## config.mk

```make
export PLATFORM = sky130hd
export DESIGN_NAME = dma_byte_engine
export DESIGN_NICKNAME = d
export VERILOG_FILES = /design/src/rtl/dma_eng_pkg.sv /design/src/rtl/dma_cfg_regs.sv /design/src/rtl/dma_xfer_fsm.sv /design/src/rtl/dma_bus_arb.sv /design/src/rtl/dma_byte_engine.sv
export SDC_FILE = /design/constraint.sdc
export NUM_CORES = 1
export LEC_CHECK = 0
export CORE_UTILIZATION = 35
export DETAILED_ROUTE_END_ITERATION = 10
export PLACE_DENSITY_LB_ADDON = 0.15
export SETUP_SLACK_MARGIN = 0.1
export SLEW_MARGIN = 25
export SYNTH_ARGS = -nofsm -noshare
export SYNTH_HDL_FRONTEND = slang
export SYNTH_HIERARCHICAL = 1
export SYNTH_SLANG_ARGS = --single-unit
```

## constraint.sdc

```tcl
create_clock -name clk_i -period 1.96 [get_ports clk_i]
set_input_delay 0.392 -clock clk_i [delete_from_list [all_inputs] [get_ports clk_i]]
set_output_delay 0.392 -clock clk_i [all_outputs]
set_load 0.02 [all_outputs]
```

## src/rtl/dma_eng_pkg.sv

```systemverilog
package dma_eng_pkg;
  typedef enum logic [1:0] {
    XS_IDLE = 2'd0,
    XS_WAIT = 2'd1,
    XS_REQ  = 2'd2
  } xfer_st_e;

  localparam logic [1:0] SEL_ADDR = 2'd0;
  localparam logic [1:0] SEL_LEN  = 2'd1;
  localparam logic [1:0] SEL_CTRL = 2'd2;
  localparam int CTRL_START = 0;
  localparam int CTRL_CLEAR = 1;
endpackage

```

## src/rtl/dma_cfg_regs.sv

```systemverilog
module dma_cfg_regs
  import dma_eng_pkg::*;
#(
  parameter int AW = 16,
  parameter int LW = 16,
  parameter int CW = 16
) (
  input  logic          clk_i,
  input  logic          rst_ni,
  input  logic          cfg_we_i,
  input  logic [1:0]    cfg_sel_i,
  input  logic [CW-1:0] cfg_wdata_i,
  input  logic          active_i,
  input  logic          step_i,
  output logic [AW-1:0] addr_o,
  output logic          last_o,
  output logic          start_o,
  output logic          irq_o
);
  localparam logic [AW-1:0] ADDR_ONE = AW'(1);
  localparam logic [LW-1:0] LEN_ONE  = LW'(1);

  logic [AW-1:0] addr_q;
  logic [LW-1:0] len_q;
  logic          irq_q;
  logic          ctrl_wr, start_acc, zero_start, clr_req, done_evt;

  assign ctrl_wr    = cfg_we_i && (cfg_sel_i == SEL_CTRL);
  assign start_acc  = ctrl_wr && cfg_wdata_i[CTRL_START] && !active_i;
  assign zero_start = start_acc && (len_q == '0);
  assign clr_req    = ctrl_wr && cfg_wdata_i[CTRL_CLEAR];
  assign last_o     = (len_q == LEN_ONE);
  assign done_evt   = step_i && last_o;

  always_ff @(posedge clk_i or negedge rst_ni) begin
    if (!rst_ni) begin
      addr_q <= '0;
      len_q  <= '0;
    end else if (step_i) begin
      addr_q <= addr_q + ADDR_ONE;
      len_q  <= len_q - LEN_ONE;
    end else if (cfg_we_i && !active_i) begin
      if (cfg_sel_i == SEL_ADDR) addr_q <= cfg_wdata_i[AW-1:0];
      if (cfg_sel_i == SEL_LEN)  len_q  <= cfg_wdata_i[LW-1:0];
    end
  end

  // completion wins over a same-cycle clear
  always_ff @(posedge clk_i or negedge rst_ni) begin
    if (!rst_ni)                     irq_q <= 1'b0;
    else if (done_evt || zero_start) irq_q <= 1'b1;
    else if (clr_req)                irq_q <= 1'b0;
  end

  assign addr_o  = addr_q;
  assign start_o = start_acc && (len_q != '0);
  assign irq_o   = irq_q;

  a_r5_len_steps: assert property (@(posedge clk_i) disable iff (!rst_ni)
    step_i |=> len_q == $past(len_q) - LEN_ONE);
  a_r10_addr_locked: assert property (@(posedge clk_i) disable iff (!rst_ni)
    (active_i && !step_i) |=> $stable(addr_q));
  a_r10_len_locked: assert property (@(posedge clk_i) disable iff (!rst_ni)
    (active_i && !step_i) |=> $stable(len_q));
  a_r8_irq_holds: assert property (@(posedge clk_i) disable iff (!rst_ni)
    (irq_q && !clr_req) |=> irq_q);
  a_r9_zero_irq: assert property (@(posedge clk_i) disable iff (!rst_ni)
    zero_start |=> irq_q);
endmodule

```

## src/rtl/dma_xfer_fsm.sv

```systemverilog
module dma_xfer_fsm
  import dma_eng_pkg::*;
#(
  parameter int DW = 8
) (
  input  logic          clk_i,
  input  logic          rst_ni,
  input  logic          start_i,
  input  logic          last_i,
  input  logic          pvalid_i,
  input  logic [DW-1:0] pdata_i,
  input  logic          gnt_i,
  output logic          take_o,
  output logic          req_o,
  output logic          we_o,
  output logic [DW-1:0] data_o,
  output logic          active_o
);
  xfer_st_e      st_q, st_d;
  logic [DW-1:0] data_q;

  assign take_o   = (st_q == XS_WAIT);
  assign req_o    = (st_q == XS_REQ);
  assign we_o     = req_o && gnt_i;
  assign active_o = (st_q != XS_IDLE);
  assign data_o   = data_q;

  always_comb begin
    st_d = st_q;
    unique case (st_q)
      XS_IDLE: if (start_i) st_d = XS_WAIT;
      XS_WAIT: if (pvalid_i) st_d = XS_REQ;
      XS_REQ:  if (gnt_i) st_d = last_i ? XS_IDLE : XS_WAIT;
      default: st_d = XS_IDLE;
    endcase
  end

  always_ff @(posedge clk_i or negedge rst_ni) begin
    if (!rst_ni) st_q <= XS_IDLE;
    else         st_q <= st_d;
  end

  always_ff @(posedge clk_i or negedge rst_ni) begin
    if (!rst_ni)                pdata_hold_reset: data_q <= '0;
    else if (take_o && pvalid_i) data_q <= pdata_i;
  end

  a_r3_req_held: assert property (@(posedge clk_i) disable iff (!rst_ni)
    (req_o && !we_o) |=> req_o);
  a_r7_req_drops: assert property (@(posedge clk_i) disable iff (!rst_ni)
    we_o |=> !req_o);
  a_r2_capture_to_req: assert property (@(posedge clk_i) disable iff (!rst_ni)
    (take_o && pvalid_i) |=> (req_o && !take_o));
endmodule

```

## src/rtl/dma_bus_arb.sv

```systemverilog
module dma_bus_arb (
  input  logic clk_i,
  input  logic rst_ni,
  input  logic cpu_req_i,
  input  logic dma_req_i,
  input  logic dma_done_i,
  output logic dma_gnt_o,
  output logic cpu_gnt_o
);
  logic dma_gnt_q;

  // CPU request blocks the next engine grant; grant ends with the write
  always_ff @(posedge clk_i or negedge rst_ni) begin
    if (!rst_ni) dma_gnt_q <= 1'b0;
    else         dma_gnt_q <= dma_req_i && !cpu_req_i && !dma_done_i;
  end

  assign dma_gnt_o = dma_gnt_q;
  assign cpu_gnt_o = cpu_req_i && !dma_gnt_q;

  a_r6_exclusive: assert property (@(posedge clk_i) disable iff (!rst_ni)
    !(cpu_gnt_o && dma_gnt_o));
  a_r6_cpu_first: assert property (@(posedge clk_i) disable iff (!rst_ni)
    cpu_req_i |=> !dma_gnt_o);
  a_r4_gnt_follows_req: assert property (@(posedge clk_i) disable iff (!rst_ni)
    dma_gnt_o |-> $past(dma_req_i));
endmodule

```

## src/rtl/dma_byte_engine.sv

```systemverilog
module dma_byte_engine #(
  parameter int AW = 16,
  parameter int LW = 16,
  parameter int DW = 8,
  localparam int CW = (AW > LW) ? AW : LW
) (
  input  logic          clk_i,
  input  logic          rst_ni,
  input  logic          cfg_we_i,
  input  logic [1:0]    cfg_sel_i,
  input  logic [CW-1:0] cfg_wdata_i,
  input  logic          periph_valid_i,
  input  logic [DW-1:0] periph_data_i,
  output logic          periph_take_o,
  input  logic          cpu_req_i,
  output logic          cpu_gnt_o,
  output logic          bus_req_o,
  output logic          bus_gnt_o,
  output logic          mem_we_o,
  output logic [AW-1:0] mem_addr_o,
  output logic [DW-1:0] mem_wdata_o,
  output logic          irq_o
);
  logic active, step, last, start;

  dma_cfg_regs #(.AW(AW), .LW(LW), .CW(CW)) u_regs (
    .clk_i       (clk_i),
    .rst_ni      (rst_ni),
    .cfg_we_i    (cfg_we_i),
    .cfg_sel_i   (cfg_sel_i),
    .cfg_wdata_i (cfg_wdata_i),
    .active_i    (active),
    .step_i      (step),
    .addr_o      (mem_addr_o),
    .last_o      (last),
    .start_o     (start),
    .irq_o       (irq_o)
  );

  dma_xfer_fsm #(.DW(DW)) u_fsm (
    .clk_i    (clk_i),
    .rst_ni   (rst_ni),
    .start_i  (start),
    .last_i   (last),
    .pvalid_i (periph_valid_i),
    .pdata_i  (periph_data_i),
    .gnt_i    (bus_gnt_o),
    .take_o   (periph_take_o),
    .req_o    (bus_req_o),
    .we_o     (step),
    .data_o   (mem_wdata_o),
    .active_o (active)
  );

  dma_bus_arb u_arb (
    .clk_i      (clk_i),
    .rst_ni     (rst_ni),
    .cpu_req_i  (cpu_req_i),
    .dma_req_i  (bus_req_o),
    .dma_done_i (step),
    .dma_gnt_o  (bus_gnt_o),
    .cpu_gnt_o  (cpu_gnt_o)
  );

  assign mem_we_o = step;

  a_r4_write_in_grant: assert property (@(posedge clk_i) disable iff (!rst_ni)
    mem_we_o |-> (bus_gnt_o && !cpu_gnt_o && bus_req_o));
  a_r9_idle_no_req: assert property (@(posedge clk_i) disable iff (!rst_ni)
    !active |-> !bus_req_o);
endmodule

```

==> results of run 1 <==
## power by group
part | switching [mW] | internal [mW]
combinational | 1.25 | 1.43
clock | 0.307 | 0.288
sequential | 0.564 | 1.34
## cells by family (layout without fill, tap and decap cells)
kind of cell               after synthesis  count (layout)  synth area share (%)
buffers and inverters                   22              94                  3.71
and+or+nand+nor                         97              97                  23.4
muxes                                   11              11                  4.56
DFF                                     44              44                  41.8
xor gates and xnor gates                25              25                  8.31
adders and majority gates                3               3                  1.43
AOI/OAI and AO/OA                       71              71                  16.8
## final timing paths
kind / startpoint / end / slack, ns / depth (start not counted)
worst max-delay path: u_regs/len_q[10] / u_fsm/st_q[0] / 0.15 / 7
worst min-delay path: rst_ni / u_regs/addr_o[12] / 0.03 / 1
worst max register to register: u_regs/len_q[10] / u_fsm/st_q[0] / 0.15 / 7
worst min register to register: u_fsm/data_o[7] / u_fsm/data_o[7] / 0.51 / 1
max in group asynchronous: rst_ni / u_regs/len_q[8] / 1.42 / 2
min in group clk_i: u_fsm/data_o[7] / u_fsm/data_o[7] / 0.51 / 1
## per-stage QoR
stage	TNS [ns]	std cells	instance area, um^2	utilization (%)
after global placement	-0.0149	429	3430	47.3
after CTS	0	437	3530	48.7
after floorplan	0	273	2640	-
after global routing	0	444	3670	50.7
final	0	444	3670	50.7
after detailed placement	-0.0332	429	3430	47.3
## flip-flops by register name, summed over array words and instances (netlist names)
| signal | flops |
|---|---|
| u_fsm/data_o | 8 |
| u_arb/dma_gnt_o | 1 |
| u_regs/irq_o | 1 |
| u_regs/addr_o | 16 |
| u_regs/len_q | 16 |
| u_fsm/st_q | 2 |
## synth_stat cells (8+ instances only)
master / n / area share (%)
dfrtp_1: 44 / 42
a21oi_1: 29 / 5.5
a211oi_1: 28 / 8.0
nor2b_1: 26 / 6.2
xnor2_1: 17 / 5.7
nor2_1: 13 / 1.9
nand2_1: 10 / 1.4
nand3_1: 10 / 1.9
mux2_2: 8 / 3.4
xor2_1: 8 / 2.7
## metal layers
layer	share of wire, %	wire length [um]	track usage (%)	up-vias
met2	42	2850	25.0	67
met5	0	0	0	-
met1	51	3460	24.7	1098
met3	5.5	371	3.17	6
li1	-	-	-	1138
met4	0.93	63	4.84	0
## timing repair
action | in CTS | in global routing
buffers inserted | 0 | 5
pin swaps | 0 | 5
cloned | 0 | 2
gates resized for setup | 6 | 15
setup endpoints to repair | 6 | 27
## worst max-delay path, delay by kind of cell (launching register included)
| kind | cells | cell delay [ns] |
|---|---|---|
| and+or+nand+nor | 4 | 0.81 |
| buffers and inverters | 1 | 0.15 |
| DFF | 1 | 0.43 |
| AOI/OAI and AO/OA | 2 | 0.31 |
## layout make-up
type	count	area, um^2
multi-input combinational	207	1500
tap	99	124
timing repair buffer	79	833
inverter	7	26.3
fill	714	3580
clock buffer	8	90.1
sequential	44	1100
==> flow_summary_export.csv, run 1 <==
group,metric,value,unit
route,wl_per_cell,15.2,um
timing,finalCriticalPeriod,1.81,ns
min_path,min_path_type,"input port to asynchronous set/reset pin",
timing,hold_violations,0,
global_route,gr-usage-all-layers,16.8,%
final_layout,n_antenna_cell,0,
timing,setup_ws,0.155,ns
yosys,synthCells,273,
global_route,grt_overflow_total,0,
setup_path,worstPathMaxFanout,5,
route,antenna_left,0,
flow_run,timing.max_cap.violations,0,
place,io_buffers,60,
global_route,grt_pass1_wl,9960,um
yosys,synth_flop_cell,"dfrtp_1",
yosys,ys_seq_elements,44,
setup_path,cp.required,2.15,ns
clock_network,root_buffer,"clkbuf_8",
final_layout,syn2layout_area_growth,39.5,%
route,drc,0,
timing,holdWs,0.0301,ns
place,gp_congestion,0.779,
yosys,synth_cell_type_count,45,
yosys,synth_area_per_cell,9.65,um^2
floorplanning,initial_core_util,36.3,%
yosys,syn_area,2630,um^2
yosys,async_flop_share,100,%
floorplanning,rows,31,
timing,slew_headroom,70.5,%
setup_path,startpoint_type,"flop",
route,dr.pass1.iters,4,
floorplanning,core,7250,um^2
clock_network,cts_tree,"built",
final_layout,nNetsFinal,378,
setup_path,cp-end-kind,"flop",
global_route,antenna_found_initial,0,
timing,worstMarginPinSlew,0.443,ns
setup_path,critical_path.max_stage_delay,0.43,ns
timing,setup_violations,0,
yosys,synth_warnings,6,
timing,min_period_over_period,92.1,%
place,dp_slack,-0.0226,ns
final_layout,layout_common_cells,"clkdlybuf4s50_1 (54), dfrtp_1 (41), a21oi_1 (29), nor2b_1 (26), a211oi_1 (22)",
clock_network,clock_sink_count,44,
clock_network,clk_latency,0.30,ns
setup_path,slowest_stage,"dfrtp_1",
route,drtIter0Drc,167,
clock_network,cts_hold_buf,0,
timing,slew_viol_final,0,
global_route,grt_max_degree,67,
power,ir_drop,624,uV
power,leakagePower,1.42,nW
floorplanning,io_pins,61,
yosys,ys_seq_area_share,41.8,%
clock_network,cts_buffers,5,
floorplanning,dieWidth,88.7,um
timing,rsz0062_at_grt,"yes",
final_layout,drive_above_1_share,17.4,%
power,totalPowerFinal,5.18,mW
route,viasPerCell,5.20,
floorplanning,die_area,7880,um^2
final_layout,final_common_cell,"clkdlybuf4s50_1",
clock_network,clkTransAtPathRegs,0.09,ns
route,via_count,2309,
power,power.density,1410,nW/um^2
setup_path,crit_type,"flop to flop",
timing,skew,0.00940,ns
setup_path,arrival,1.99,ns
setup_path,path_cells,"nor3_4 > nand3b_1 > nor3b_2 > buf_4 > a21oi_1 > nor2b_1 > o31a_1",
run_status,status,"finished clean",
place,dp.final_hpwl,4300,um
global_route,grt_pass1_vias,2001,
yosys,synth_nets,307,
route,totalWireLength,6750,um
clock_network,cts_max_path_buffers,2,
yosys,synth_edf_count,0,
clock_network,htreeDepth,2,
floorplanning,die_y,88.7,um
timing,max_clock_freq,554,MHz
No activity file was read; power rests on OpenSTA's default activity.
==> run 2: changes to the inputs <==
==> constraint.sdc (replaced) <==
create_clock -name clk_i -period 1.96 [get_ports clk_i]
set_input_delay 0.49 -clock clk_i [delete_from_list [all_inputs] [get_ports clk_i]]
set_output_delay 0.49 -clock clk_i [all_outputs]
set_load 0.02 [all_outputs]
==> flow_summary_export.csv, run 2 (synthesis results as in run 1) <==
group,metric,value,unit
setup_path,path_buf_inv,1,
setup_path,slowest_stage,"clkdlybuf4s50_1",
final_layout,regArea,1100,um^2
timing,skew,0.0100,ns
setup_path,cp_top_family,"buffers and inverters",
timing,slew_viol_final,0,
place,dp.final_hpwl,4550,um
flow_run,timing.max_cap.violations,0,
timing,worstMarginPinSlew,0.476,ns
route,drtIter0Drc,115,
power,ir_drop,591,uV
global_route,grt_overflow_total,0,
power,power.density,1440,nW/um^2
final_layout,final_common_cell,"dfrtp_1",
setup_path,cp.required,1.47,ns
timing,setup_violations,0,
setup_path,arrival,1.32,ns
floorplanning,rows,31,
route,via_count,2267,
run_status,status,"finished clean",
final_layout,final_util,50.0,%
place,gp_congestion,0.750,
clock_network,root_buffer,"clkbuf_8",
timing,min_period_over_period,92.4,%
min_path,min_path_type,"input port to asynchronous set/reset pin",
route,viasPerCell,5.09,
route,drc,0,
timing,slew_headroom,68.3,%
power,leakagePower,1.46,nW
final_layout,drive_above_1_share,17.1,%
setup_path,cp-end-kind,"output port",
setup_path,crit_type,"flop to output port",
floorplanning,initial_core_util,36.3,%
route,antenna_left,0,
global_route,gr-usage-all-layers,17.2,%
floorplanning,die_y,88.7,um
floorplanning,io_pins,61,
final_layout,syn2layout_area_growth,37.6,%
timing,rsz0062_at_grt,"yes",
timing,holdWs,0.133,ns
global_route,grt_pass1_vias,2102,
timing,finalCriticalPeriod,1.81,ns
setup_path,worstPathMaxFanout,5,
clock_network,cts_tree,"built",
clock_network,cts_buffers,5,
final_layout,layout_common_cells,"dfrtp_1 (43), clkdlybuf4s50_1 (40), a21oi_1 (29), nor2b_1 (26), a211oi_1 (25)",
clock_network,clock_sink_count,44,
clock_network,cts_max_path_buffers,2,
final_layout,nFillCells,736,
final_layout,nNetsFinal,379,
clock_network,clkTransAtPathRegs,0.09,ns
final_layout,multi_input_area,1470,um^2
clock_network,htreeDepth,2,
setup_path,critical_path.max_stage_delay,0.62,ns
timing,setup_ws,0.149,ns
timing,hold_violations,0,
route,dr.pass1.iters,4,
route,wl_per_cell,15.1,um
clock_network,clk_latency,0.30,ns
floorplanning,dieWidth,88.7,um
route,totalWireLength,6720,um
floorplanning,core,7250,um^2
setup_path,path_cells,"clkdlybuf4s50_1",
timing,max_clock_freq,552,MHz
global_route,antenna_found_initial,0,
global_route,grt_pass1_wl,10300,um
setup_path,startpoint_type,"flop",
place,io_buffers,60,
setup_path,r2r_cells,7,
place,dp_slack,-0.234,ns
global_route,grt_max_degree,67,
final_layout,n_antenna_cell,0,
setup_path,path_depth,1,
floorplanning,die_area,7880,um^2
-- run 2: changes by cell type in the layout (fill, tap and decap cells not counted), sizes merged --
cell           previous run  this run
buf                      18        21
clkinv                    0         1
dlygate4sd2               3        15
bufinv                    0         1
clkbuf                   11         8
clkdlybuf4s50            54        40
dlymetal6s2s              1         2
-- run 2: power breakdown --
part / internal [mW] / switching (mW) / leakage (nW)
logic: 1.33 / 1.24 / 0.862
registers: 1.34 / 0.560 / 0.536
clock network: 0.417 / 0.325 / 0.0614
total: 3.09 / 2.13 / 1.46
-- run 2: layout make-up --
cell class	count	area share [%]
tap	99	3.42
sequential	44	30.4
multi-input combinational	207	40.7
inverter	7	0.725
timing repair buffer	80	21.4
clock buffer	6	2.28
clock inverter	2	1.07
-- run 2: through the flow --
step	total power [mW]	cells	setup TNS (ns)	instance area (um^2)
final	5.22	445	0	3620
after floorplan	3.48	273	0	2640
after global routing	5.58	445	0	3620
after detailed placement	4.51	433	-2.69	3430
after CTS	5.18	442	0	3540
after global placement	4.45	433	-2.00	3430
-- run 2: worst paths after layout --
kind                                  from           endpoint  slack [ns]
min reg2reg                u_fsm/data_o[0]    u_fsm/data_o[0]        0.51
max                        u_arb/dma_gnt_o          bus_gnt_o        0.15
min                                 rst_ni   u_regs/addr_o[6]        0.13
max reg2reg                  u_fsm/st_q[1]  u_regs/addr_o[11]        0.18
min in group clk_i         u_fsm/data_o[0]    u_fsm/data_o[0]        0.51
max in group asynchronous           rst_ni    u_regs/len_q[9]        1.25
-- run 2: layer usage --
| layer | wire length (um) | track usage, % |
|---|---|---|
| met1 | 3340 | 24.0 |
| met2 | 2950 | 26.7 |
| met3 | 364 | 3.73 |
| met4 | 63 | 5.28 |
| met5 | 0 | 0 |
-- run 2: repair_timing --
action / CTS / global route
endpoints found under the hold margin: 0 / 0
endpoints found under the setup margin: 18 / 34
hold buffers: 0 / 0
gates cloned: 0 / 1
pin swaps: 1 / 3
setup buffers: 1 / 2
gates resized for setup: 19 / 15
